**config.mk**
```make
export PLATFORM = sky130hd
export DESIGN_NAME = uart_tx_core
export DESIGN_NICKNAME = d
export VERILOG_FILES = /design/src/rtl/uart_tx_pkg.sv /design/src/rtl/uart_tx_baud.sv /design/src/rtl/uart_tx_shift.sv /design/src/rtl/uart_tx_regs.sv /design/src/rtl/uart_tx_core.sv
export SDC_FILE = /design/constraint.sdc
export NUM_CORES = 1
export LEC_CHECK = 0
export ABC_AREA = 1
export BUFFER_PORTS_ARGS = -buffer_cell sky130_fd_sc_hd__clkbuf_2
export CORE_UTILIZATION = 41
export CTS_CLUSTER_DIAMETER = 100
export DETAILED_ROUTE_END_ITERATION = 10
export SLEW_MARGIN = 25
export SYNTH_ARGS = -nofsm -noshare
export SYNTH_HDL_FRONTEND = slang
export SYNTH_SLANG_ARGS = --single-unit
```
**constraint.sdc**
```tcl
create_clock -name clk -period 3.5 [get_ports clk]
set_clock_uncertainty 0.05 [all_clocks]
set_input_delay 0.875 -clock clk [delete_from_list [all_inputs] [get_ports clk]]
set_output_delay 0.875 -clock clk [all_outputs]
set_load 0.03 [all_outputs]
```
**src/rtl/uart_tx_pkg.sv**
```systemverilog
`timescale 1ns/1ps
package uart_tx_pkg;
  localparam int ADDR_W = 3;

  localparam logic [ADDR_W-1:0] A_DATA = 3'd0;
  localparam logic [ADDR_W-1:0] A_DIV  = 3'd1;
  localparam logic [ADDR_W-1:0] A_STAT = 3'd2;
  localparam logic [ADDR_W-1:0] A_IEN  = 3'd3;
  localparam logic [ADDR_W-1:0] A_VEC  = 3'd4;

  typedef enum logic [2:0] {
    VEC_NONE  = 3'd0,
    VEC_EMPTY = 3'd2,
    VEC_DONE  = 3'd4
  } vec_e;
endpackage

```
**src/rtl/uart_tx_baud.sv**
```systemverilog
`timescale 1ns/1ps
module uart_tx_baud #(
  parameter int DIV_W = 16
) (
  input  logic             clk,
  input  logic             rst_n,
  input  logic             run,
  input  logic [DIV_W-1:0] divisor,
  output logic             tick
);
  logic [DIV_W-1:0] cnt;
  logic [DIV_W-1:0] period;

  function automatic logic [DIV_W-1:0] bit_period(input logic [DIV_W-1:0] d);
    return (d == '0) ? DIV_W'(1) : d;
  endfunction

  assign period = bit_period(divisor);
  assign tick   = run && (cnt == period - 1'b1);

  always_ff @(posedge clk) begin
    if (!rst_n || !run || tick) cnt <= '0;
    else                        cnt <= cnt + 1'b1;
  end

  p_cnt_range_r11: assert property (@(posedge clk) disable iff (!rst_n)
    run |-> (cnt < period));
  p_cnt_parked_r11: assert property (@(posedge clk) disable iff (!rst_n)
    !run |=> (cnt == '0));
endmodule

```
**src/rtl/uart_tx_shift.sv**
```systemverilog
`timescale 1ns/1ps
module uart_tx_shift #(
  parameter int DATA_W = 8
) (
  input  logic              clk,
  input  logic              rst_n,
  input  logic              tick,
  input  logic              wr_data,
  input  logic [DATA_W-1:0] wdata,
  output logic              busy,
  output logic              take,
  output logic              frame_end,
  output logic              wr_reject,
  output logic              tx_out
);
  localparam int FRAME_BITS = DATA_W + 2;
  localparam int IDX_W      = $clog2(FRAME_BITS);
  localparam logic [IDX_W-1:0] LAST = IDX_W'(FRAME_BITS - 1);

  logic              full;
  logic [DATA_W-1:0] hold;
  logic [DATA_W-1:0] shreg;
  logic [IDX_W-1:0]  idx;
  logic              launch;

  // Slot 0 is the start bit, slots 1..DATA_W carry data LSB first, the last is the stop bit.
  function automatic logic line_level(input logic [DATA_W-1:0] d, input logic [IDX_W-1:0] i);
    logic lvl;
    lvl = 1'b1;
    if (i == '0) lvl = 1'b0;
    for (int b = 0; b < DATA_W; b++)
      if (int'(i) == b + 1) lvl = d[b];
    return lvl;
  endfunction

  assign wr_reject = wr_data && full;
  assign take      = busy && tick && (idx == '0);
  assign frame_end = busy && tick && (idx == LAST);
  assign launch    = full && (!busy || frame_end);
  assign tx_out    = busy ? line_level(shreg, idx) : 1'b1;

  always_ff @(posedge clk) begin
    if (!rst_n) begin
      full  <= 1'b0;
      hold  <= '0;
      busy  <= 1'b0;
      idx   <= '0;
      shreg <= '0;
    end else begin
      if (wr_data && !full) begin
        full <= 1'b1;
        hold <= wdata;
      end else if (take) begin
        full <= 1'b0;
      end
      if (launch) begin
        busy  <= 1'b1;
        idx   <= '0;
        shreg <= hold;
      end else if (frame_end) begin
        busy <= 1'b0;
      end else if (busy && tick) begin
        idx <= idx + 1'b1;
      end
    end
  end

  p_take_needs_full_r4: assert property (@(posedge clk) disable iff (!rst_n)
    take |-> full);
  p_bit_steady_r2: assert property (@(posedge clk) disable iff (!rst_n)
    (busy && !tick) |=> $stable(tx_out));
  p_stream_restart_r6: assert property (@(posedge clk) disable iff (!rst_n)
    (frame_end && full) |=> (busy && (idx == '0) && !tx_out));
  p_idle_line_high_r2: assert property (@(posedge clk) disable iff (!rst_n)
    (frame_end && !full) |=> tx_out);
endmodule

```
**src/rtl/uart_tx_regs.sv**
```systemverilog
`timescale 1ns/1ps
module uart_tx_regs
  import uart_tx_pkg::*;
#(
  parameter int              DIV_W     = 16,
  parameter logic [DIV_W-1:0] DIV_RESET = 16'd16
) (
  input  logic              clk,
  input  logic              rst_n,
  input  logic              bus_wr,
  input  logic              bus_rd,
  input  logic [ADDR_W-1:0] bus_addr,
  input  logic [DIV_W-1:0]  bus_wdata,
  input  logic              take,
  input  logic              frame_end,
  input  logic              wr_reject,
  output logic [DIV_W-1:0]  bus_rdata,
  output logic [DIV_W-1:0]  divisor,
  output logic              data_wr,
  output logic              dma_req,
  output logic              irq
);
  logic       flag_empty, flag_done, flag_ovr;
  logic [1:0] ien;
  vec_e       vec_code;
  logic       vec_rd, stat_w1c;
  logic       clr_empty, clr_done, clr_ovr;

  assign data_wr  = bus_wr && (bus_addr == A_DATA);
  assign stat_w1c = bus_wr && (bus_addr == A_STAT);
  assign vec_rd   = bus_rd && (bus_addr == A_VEC);

  always_comb begin
    if (flag_empty && ien[0])     vec_code = VEC_EMPTY;
    else if (flag_done && ien[1]) vec_code = VEC_DONE;
    else                          vec_code = VEC_NONE;
  end

  assign clr_empty = data_wr || (stat_w1c && bus_wdata[0]) || (vec_rd && vec_code == VEC_EMPTY);
  assign clr_done  = (stat_w1c && bus_wdata[1]) || (vec_rd && vec_code == VEC_DONE);
  assign clr_ovr   = stat_w1c && bus_wdata[2];

  assign dma_req = flag_empty;
  assign irq     = (flag_empty && ien[0]) || (flag_done && ien[1]);

  // A set event outranks a clear on the same edge.
  always_ff @(posedge clk) begin
    if (!rst_n) begin
      flag_empty <= 1'b1;
      flag_done  <= 1'b0;
      flag_ovr   <= 1'b0;
      ien        <= '0;
      divisor    <= DIV_RESET;
    end else begin
      if (take)           flag_empty <= 1'b1;
      else if (clr_empty) flag_empty <= 1'b0;
      if (frame_end)      flag_done  <= 1'b1;
      else if (clr_done)  flag_done  <= 1'b0;
      if (wr_reject)      flag_ovr   <= 1'b1;
      else if (clr_ovr)   flag_ovr   <= 1'b0;
      if (bus_wr && bus_addr == A_IEN) ien     <= bus_wdata[1:0];
      if (bus_wr && bus_addr == A_DIV) divisor <= bus_wdata;
    end
  end

  always_comb begin
    bus_rdata = '0;
    if (bus_rd) begin
      case (bus_addr)
        A_DIV:   bus_rdata = divisor;
        A_STAT:  bus_rdata = DIV_W'({flag_ovr, flag_done, flag_empty});
        A_IEN:   bus_rdata = DIV_W'(ien);
        A_VEC:   bus_rdata = DIV_W'(vec_code);
        default: bus_rdata = '0;
      endcase
    end
  end

  p_done_set_r5: assert property (@(posedge clk) disable iff (!rst_n)
    frame_end |=> flag_done);
  p_empty_set_r4: assert property (@(posedge clk) disable iff (!rst_n)
    take |=> flag_empty);
  p_write_clears_r3: assert property (@(posedge clk) disable iff (!rst_n)
    (data_wr && !take) |=> !flag_empty);
  p_overrun_r8: assert property (@(posedge clk) disable iff (!rst_n)
    wr_reject |=> flag_ovr);
  p_vec_clears_r10: assert property (@(posedge clk) disable iff (!rst_n)
    (vec_rd && vec_code == VEC_DONE && !frame_end) |=> !flag_done);
endmodule

```
**src/rtl/uart_tx_core.sv**
```systemverilog
`timescale 1ns/1ps
module uart_tx_core
  import uart_tx_pkg::*;
#(
  parameter int               DATA_W    = 8,
  parameter int               DIV_W     = 16,
  parameter logic [DIV_W-1:0] DIV_RESET = 16'd16
) (
  input  logic              clk,
  input  logic              rst_n,
  input  logic              bus_wr,
  input  logic              bus_rd,
  input  logic [ADDR_W-1:0] bus_addr,
  input  logic [DIV_W-1:0]  bus_wdata,
  output logic [DIV_W-1:0]  bus_rdata,
  output logic              tx_out,
  output logic              dma_req,
  output logic              irq
);
  logic             tick, busy, take, frame_end, wr_reject, data_wr;
  logic [DIV_W-1:0] divisor;

  uart_tx_regs #(.DIV_W(DIV_W), .DIV_RESET(DIV_RESET)) u_regs (
    .clk(clk), .rst_n(rst_n), .bus_wr(bus_wr), .bus_rd(bus_rd),
    .bus_addr(bus_addr), .bus_wdata(bus_wdata), .take(take),
    .frame_end(frame_end), .wr_reject(wr_reject), .bus_rdata(bus_rdata),
    .divisor(divisor), .data_wr(data_wr), .dma_req(dma_req), .irq(irq)
  );

  uart_tx_baud #(.DIV_W(DIV_W)) u_baud (
    .clk(clk), .rst_n(rst_n), .run(busy), .divisor(divisor), .tick(tick)
  );

  uart_tx_shift #(.DATA_W(DATA_W)) u_shift (
    .clk(clk), .rst_n(rst_n), .tick(tick), .wr_data(data_wr),
    .wdata(bus_wdata[DATA_W-1:0]), .busy(busy), .take(take),
    .frame_end(frame_end), .wr_reject(wr_reject), .tx_out(tx_out)
  );
endmodule

```
Word-level counts from Yosys, hierarchy flattened
Index checks and enable logic that the tools add are counted.
W data, S select, Z words.
{"block": "word_totals", "regBits": 59, "out_inout_bits": 19, "in_bits": 23}
{"block": "op_classes", "eq_ne": 16, "bitwise_logic": 2, "add_sub_neg": 3, "n_mux": 23, "n_reduce_logical": 39}
{"cell": "$pmux W16 S4", "n": 1}
{"cell": "$mux W16", "n": 2}
{"cell": "$eq A4 B4 Y1 const B", "n": 6}
{"cell": "$logic_and A1 B1 Y1", "n": 19}
{"cell": "$mux W1", "n": 18}
{"cell": "$add A16 B1 Y16 const B", "n": 1}
{"cell": "$eq A16 B16 Y1", "n": 1}
{"cell": "$logic_not A16 Y1", "n": 1}
{"cell": "$sub A16 B1 Y16 const B", "n": 1}
{"cell": "$eq A3 B2 Y1 const B", "n": 3}
{"cell": "$eq A4 B3 Y1 const B", "n": 2}
{"cell": "$reduce_bool A2 Y1", "n": 4}
{"cell": "$logic_or A1 B1 Y1", "n": 7}
{"cell": "$eq A3 B3 Y1 const B", "n": 2}
{"cell": "$mux W3", "n": 2}
{"cell": "$add A4 B1 Y4 const B", "n": 1}
{"cell": "$eq A4 B2 Y1 const B", "n": 1}
{"cell": "$logic_not A4 Y1", "n": 1}
{"cell": "$reduce_or A2 Y1", "n": 2}
{"cell": "$eq A3 B1 Y1 const B", "n": 1}
{"cell": "$logic_not A1 Y1", "n": 3}
{"cell": "$logic_not A3 Y1", "n": 1}
{"cell": "$not A1 Y1", "n": 2}
{"cell": "$reduce_and A2 Y1", "n": 1}

Longest topological paths before layout
{"block": "depth", "word_depth": 11, "mapped_depth": 23, "mapped_depth_nobuf": 22}

By module
A second synthesis with hierarchy kept.
{"block": "hier_totals", "hier_cells": 579, "hier_area_um2": 3719.8}
{"module": "uart_tx_baud", "seq_area_each_um2": 320.3, "cells_each": 265, "area_each_um2": 1619.1, "n_inst": 1}
{"module": "uart_tx_shift", "seq_area_each_um2": 440.4, "cells_each": 150, "area_each_um2": 1054.8, "n_inst": 1}
{"module": "uart_tx_regs", "seq_area_each_um2": 420.4, "cells_each": 164, "area_each_um2": 1046.0, "n_inst": 1}

Worst setup path after synthesis
OpenSTA, ideal clock, no wires.
{"block": "synth_path", "path_kind": "input to output", "startpoint": "input port bus_addr[0]", "endpoint": "output port bus_rdata[10]", "arrival_time_ns": 2.056, "path_buffers": 1, "setup_slack_ns": 0.519, "path_stages": 5, "path_cell_list": "inv_1 > nor2_1 > nand2_1 > clkbuf_1 > nor3_1"}
{"block": "synth_between", "elab_chain_cells": 3, "elab_cells_between_ends": 6, "cone_classes": "eq/ne (4); mux (2)"}
{"item": "start: declaration", "line": "uart_tx_core.sv:13", "source": "input logic [ADDR_W-1:0] bus_addr,"}
{"item": "$eq A3 B3 Y1, or another cell as far along", "line": "uart_tx_regs.sv:69", "source": "case (bus_addr)"}
{"item": "$pmux W16 S4 *", "line": "uart_tx_regs.sv:69"}
{"item": "$mux W16 *", "line": "uart_tx_regs.sv:68", "source": "if (bus_rd) begin"}
{"item": "end: declaration", "line": "uart_tx_core.sv:15", "source": "output logic [DIV_W-1:0] bus_rdata,"}
Mark *: on every way between the ends. The rest lies on a longest branch, timed or not.

Worst setup path after layout
{"block": "layout_path", "startpoint": "input port bus_addr[0]", "endpoint": "output port bus_rdata[2]"}
Same word-level chain as after synthesis.

==> impl_metrics.tcl <==
set metrics [dict create \
    holdPathStages 2 \
    post_synth_instance_area_um2 3460 \
    antenna_found_initial 0 \
    critical-path-max-stage-delay_ns 0.33 \
    power_frac_comb 0.105 \
    totalNegativeSetupSlack_ns 0 \
    timing.final.hold_violations 0 \
    port_buffers 41 \
    postSynthAreaPerCell_um2 6.81 \
    wl_met1_um 4330 \
    timing.critical_path.fanout_max 16 \
    worst_setup_path_end_kind "output port" \
    synth_async_sr_flop_share 0 \
    synth.top_cell.area_share 0.342 \
    detailed_route_via_count 3322 \
    post_synth_and_or_nand_nor_area_fraction 0.358 \
    cts_sinks 59 \
    reg2reg_slack_ns 0.49 \
    postCtsSetupRepairBufs 0 \
    min_from "u_shift.hold[3]$_SDFFE_PN0P_" \
    cap_viol_max_count 0 \
    timing_worst_slew_pin_value_ns 0.722 \
    ys_top_cells_by_area "sky130_fd_sc_hd__dfxtp_1, sky130_fd_sc_hd__nand2_1, sky130_fd_sc_hd__inv_1" \
    antennaDiodeCount 0 \
    synth_xor_xnor_area_share 0.0467 \
    wl_per_cell_um 12.7 \
    met3_length_um 329 \
    synth_fa_ha_area_frac 0.0217 \
    clk_transition_reported_paths_ns 0.08 \
    drt_pre_antenna_iters 7 \
    required_ns 2.57 \
    synth_largest_area_cell "sky130_fd_sc_hd__dfxtp_1" \
    timing_max_transition_violations_final 0 \
    setup_viol_count_final 0 \
    fillerInstances 854 \
    fraction_of_power_spent_switching_nets 0.256 \
    vias_per_cell 5.03 \
    drt-initial-drc-count 141 \
    yosys_most_used_dff "sky130_fd_sc_hd__dfxtp_1" \
    tritoncts "built" \
    hold_path_class "register to register" \
    drive_gt1_frac 0.153 \
    main_combinational_cell_family_by_area_after_synthesis "simple AND/OR/NAND/NOR gates" \
    yosys_warn_count 0 \
    cp_data_arrival_time_ns 2.16 \
    worstPathCellList "clkbuf_2 > inv_1 > nor2_1 > nand2_1 > inv_1 > a221oi_1 > nor2_1 > clkbuf_2" \
    topRoutingLayerUsed "met4" \
    grt_setup_unrepaired "false" \
    design.die.area_um2 8800 \
    intPower_mw 1.22 \
    overall_global_routing_usage 0.204 \
    grt_pass1_wl_um 14000 \
    timing.critical_path.slowest_stage_cell "sky130_fd_sc_hd__nand2_1" \
    period_minus_slack_ns 3.08 \
    power_per_cell_area_nw_per_um2 411 \
    dr_wl_met2_um 3640 \
    worst_ir_drop_vdd_v 0.000210 \
    worstReg2RegEnd "u_shift.idx[3]$_SDFFE_PP0P_" \
    number_of_synthesized_flops_with_an_enable_pin 0 \
    cts_buffers 9 \
    clock-root-buffer "sky130_fd_sc_hd__clkbuf_8" \
    coreArea_um2 8180 \
    die_height_um 93.8 \
    post_synth_num_cell_types 42 \
    cts-root-to-sink-buffers 2 \
    cp-start-kind "input pin" \
    synth-seq-cells 59 \
    h-tree-depth 3 \
    globalRoute.totalOverflow 0 \
    static-leakage-power_nw 1.67 \
    synth_fp_nets 537 \
    floorplan.rows 33 \
    drt.antenna.violating_nets 0 \
    min_period_over_period 0.880 \
    timing.hold.worst_endpoint "u_shift.hold[3]$_SDFFE_PN0P_" \
    syn2layout_area_growth_pct 15.3 \
    failed_checks "DRC" \
    first_global_vias 2950 \
    synth_cells 508 \
    fin_nets 579 \
    grt_max_degree 41 \
    ff2ff_path_depth 19 \
    timing.setup.critical_path_class "input pin to output port" \
    ff_latch_area_um2 1180 \
    effective_utilization_at_floorplan 0.423 \
    worst_r2r_startpoint "u_regs.divisor[7]$_SDFFE_PN0P_" \
    gpl.final_weighted_congestion 0.910 \
    fin_total_pwr_mw 1.64 \
    routed_wl_um 8360 \
    fraction_of_synthesized_area_in_multiplexers 0 \
    outcome "complete, but fails checks" \
    postCtsResizedCells 0 \
    synth_compound_area_frac 0.131 \
    switching_pwr_mw 0.420 \
    design.portCount 42 \
    postCtsHoldBufs 0 \
    die_w_um 93.8 \
    pwr-share-clk 0.465 \
    max_freq_mhz 325 \
    multiInputGateArea_um2 1930 \
    cp.buffers_inverters 4 \
    timing.critical_path.max_delay_family "simple AND/OR/NAND/NOR gates" \
    max_slew_headroom_at_the_worst_pin 0.519 \
    clk_latency_ns 0.34 \
    drc 2 \
    pwr-share-seq 0.430 \
    seq_area_frac_synth 0.342 \
    post-dp-hpwl_um 6380 \
]
[placed cells by master, fill, tap and decap left out, drive strengths merged]
master / n
a211oi: 2
a21oi: 39
a221o: 1
a221oi: 1
a31oi: 2
buf: 3
bufinv: 3
clkbuf: 50
clkinv: 4
clkinvlp: 1
dfxtp: 59
ha: 6
inv: 74
nand2: 95
nand3: 45
nand4: 10
nor2: 75
nor3: 19
nor3b: 6
nor4: 2
o211ai: 2
o21ai: 33
o221ai: 2
o22ai: 1
o31ai: 1
or2: 3
xnor2: 3
xnor3: 1
xor2: 12
[tightest hold or removal path: cells and delay by family, from the launching register on]
family / cells / cell delay [ns]
flops: 1 / 0.30
buf+inv: 1 / 0.06
compound gates: 1 / 0.05
[final cells by class]
| cell class | count | share of cell area |
|---|---|---|
| clock buffers | 9 | 0.0311 |
| clock inverters | 7 | 0.0292 |
| inverters | 75 | 0.0706 |
| multi-input cells | 361 | 0.483 |
| flip-flops and latches | 59 | 0.296 |
| well taps | 105 | 0.0329 |
| repair buffers | 44 | 0.0571 |
[synth_stat cells (4+ instances only)]
library cell,n
sky130_fd_sc_hd__clkbuf_1,9
sky130_fd_sc_hd__nor3_1,18
sky130_fd_sc_hd__nand3_1,41
sky130_fd_sc_hd__o21ai_0,32
sky130_fd_sc_hd__inv_1,73
sky130_fd_sc_hd__nor3b_1,6
sky130_fd_sc_hd__a21oi_1,39
sky130_fd_sc_hd__nand4_1,10
sky130_fd_sc_hd__xor2_1,11
sky130_fd_sc_hd__dfxtp_1,59
sky130_fd_sc_hd__nor2_1,66
sky130_fd_sc_hd__nand2_1,88
sky130_fd_sc_hd__nand2_4,4
sky130_fd_sc_hd__ha_1,6
sky130_fd_sc_hd__nor2_4,8
[layer usage]
metal / vias to the layer above / GRT usage
met4: 0 / 0.0564
met2: 69 / 0.309
met3: 6 / 0.0421
met5: - / 0
met1: 1511 / 0.292
li1: 1736 / -
[registers in the layout, summed over array words and instances, names as in the netlist]
register,cells
u_regs.dma_req,1
u_regs.flag_ovr,1
u_baud.cnt,16
u_shift.idx,4
u_regs.flag_done,1
u_shift.busy,1
u_shift.full,1
u_shift.shreg,8
u_regs.ien,2
u_shift.hold,8
u_regs.divisor,16
[cells by family (layout without fill, tap and decap cells)]
logic type | after synthesis | count (layout)
fa+ha+maj | 6 | 6
flops | 59 | 59
buf+inv | 88 | 135
compound gates | 84 | 84
xor+xnor | 16 | 16
simple gates | 255 | 255
[power by group through the flow]
stage               Clock [mW]  Combinational [mW]  Sequential, mW
detailed placement           0               0.173           0.719
CTS                      0.779               0.173           0.704
global route             0.815               0.196           0.706
floorplan                    0               0.130           0.714
global placement             0               0.171           0.719
finish                   0.762               0.173           0.704
[metrics by stage]
step                      cell area [um2]  cells  setup slack, ns  hold WS, ns  utilization
after global placement               3750    644            0.505        0.393        0.458
after CTS                            3990    660            0.426        0.409        0.488
after detailed placement             3750    644            0.431        0.398        0.458
after global routing                 3990    660            0.193        0.426        0.488
final                                3990    660            0.419        0.409        0.488
after floorplan                      3460    508            0.519        0.379            -
[worst max path at each step]
| stage | startpoint | to | slack (ns) | depth (start not counted) |
|---|---|---|---|---|
| finish | bus_addr[0] | bus_rdata[2] | 0.42 | 8 |
| global route | u_regs.divisor[13]$_SDFFE_PN0P_ | u_shift.idx[1]$_SDFFE_PP0P_ | 0.19 | 22 |
| CTS | bus_addr[0] | bus_rdata[0] | 0.43 | 8 |
| detailed placement | bus_addr[0] | bus_rdata[0] | 0.43 | 8 |
| global placement | bus_addr[0] | bus_rdata[0] | 0.50 | 8 |
| floorplan | bus_addr[0] | bus_rdata[10] | 0.52 | 5 |
Power figures use the tool's default switching activity.
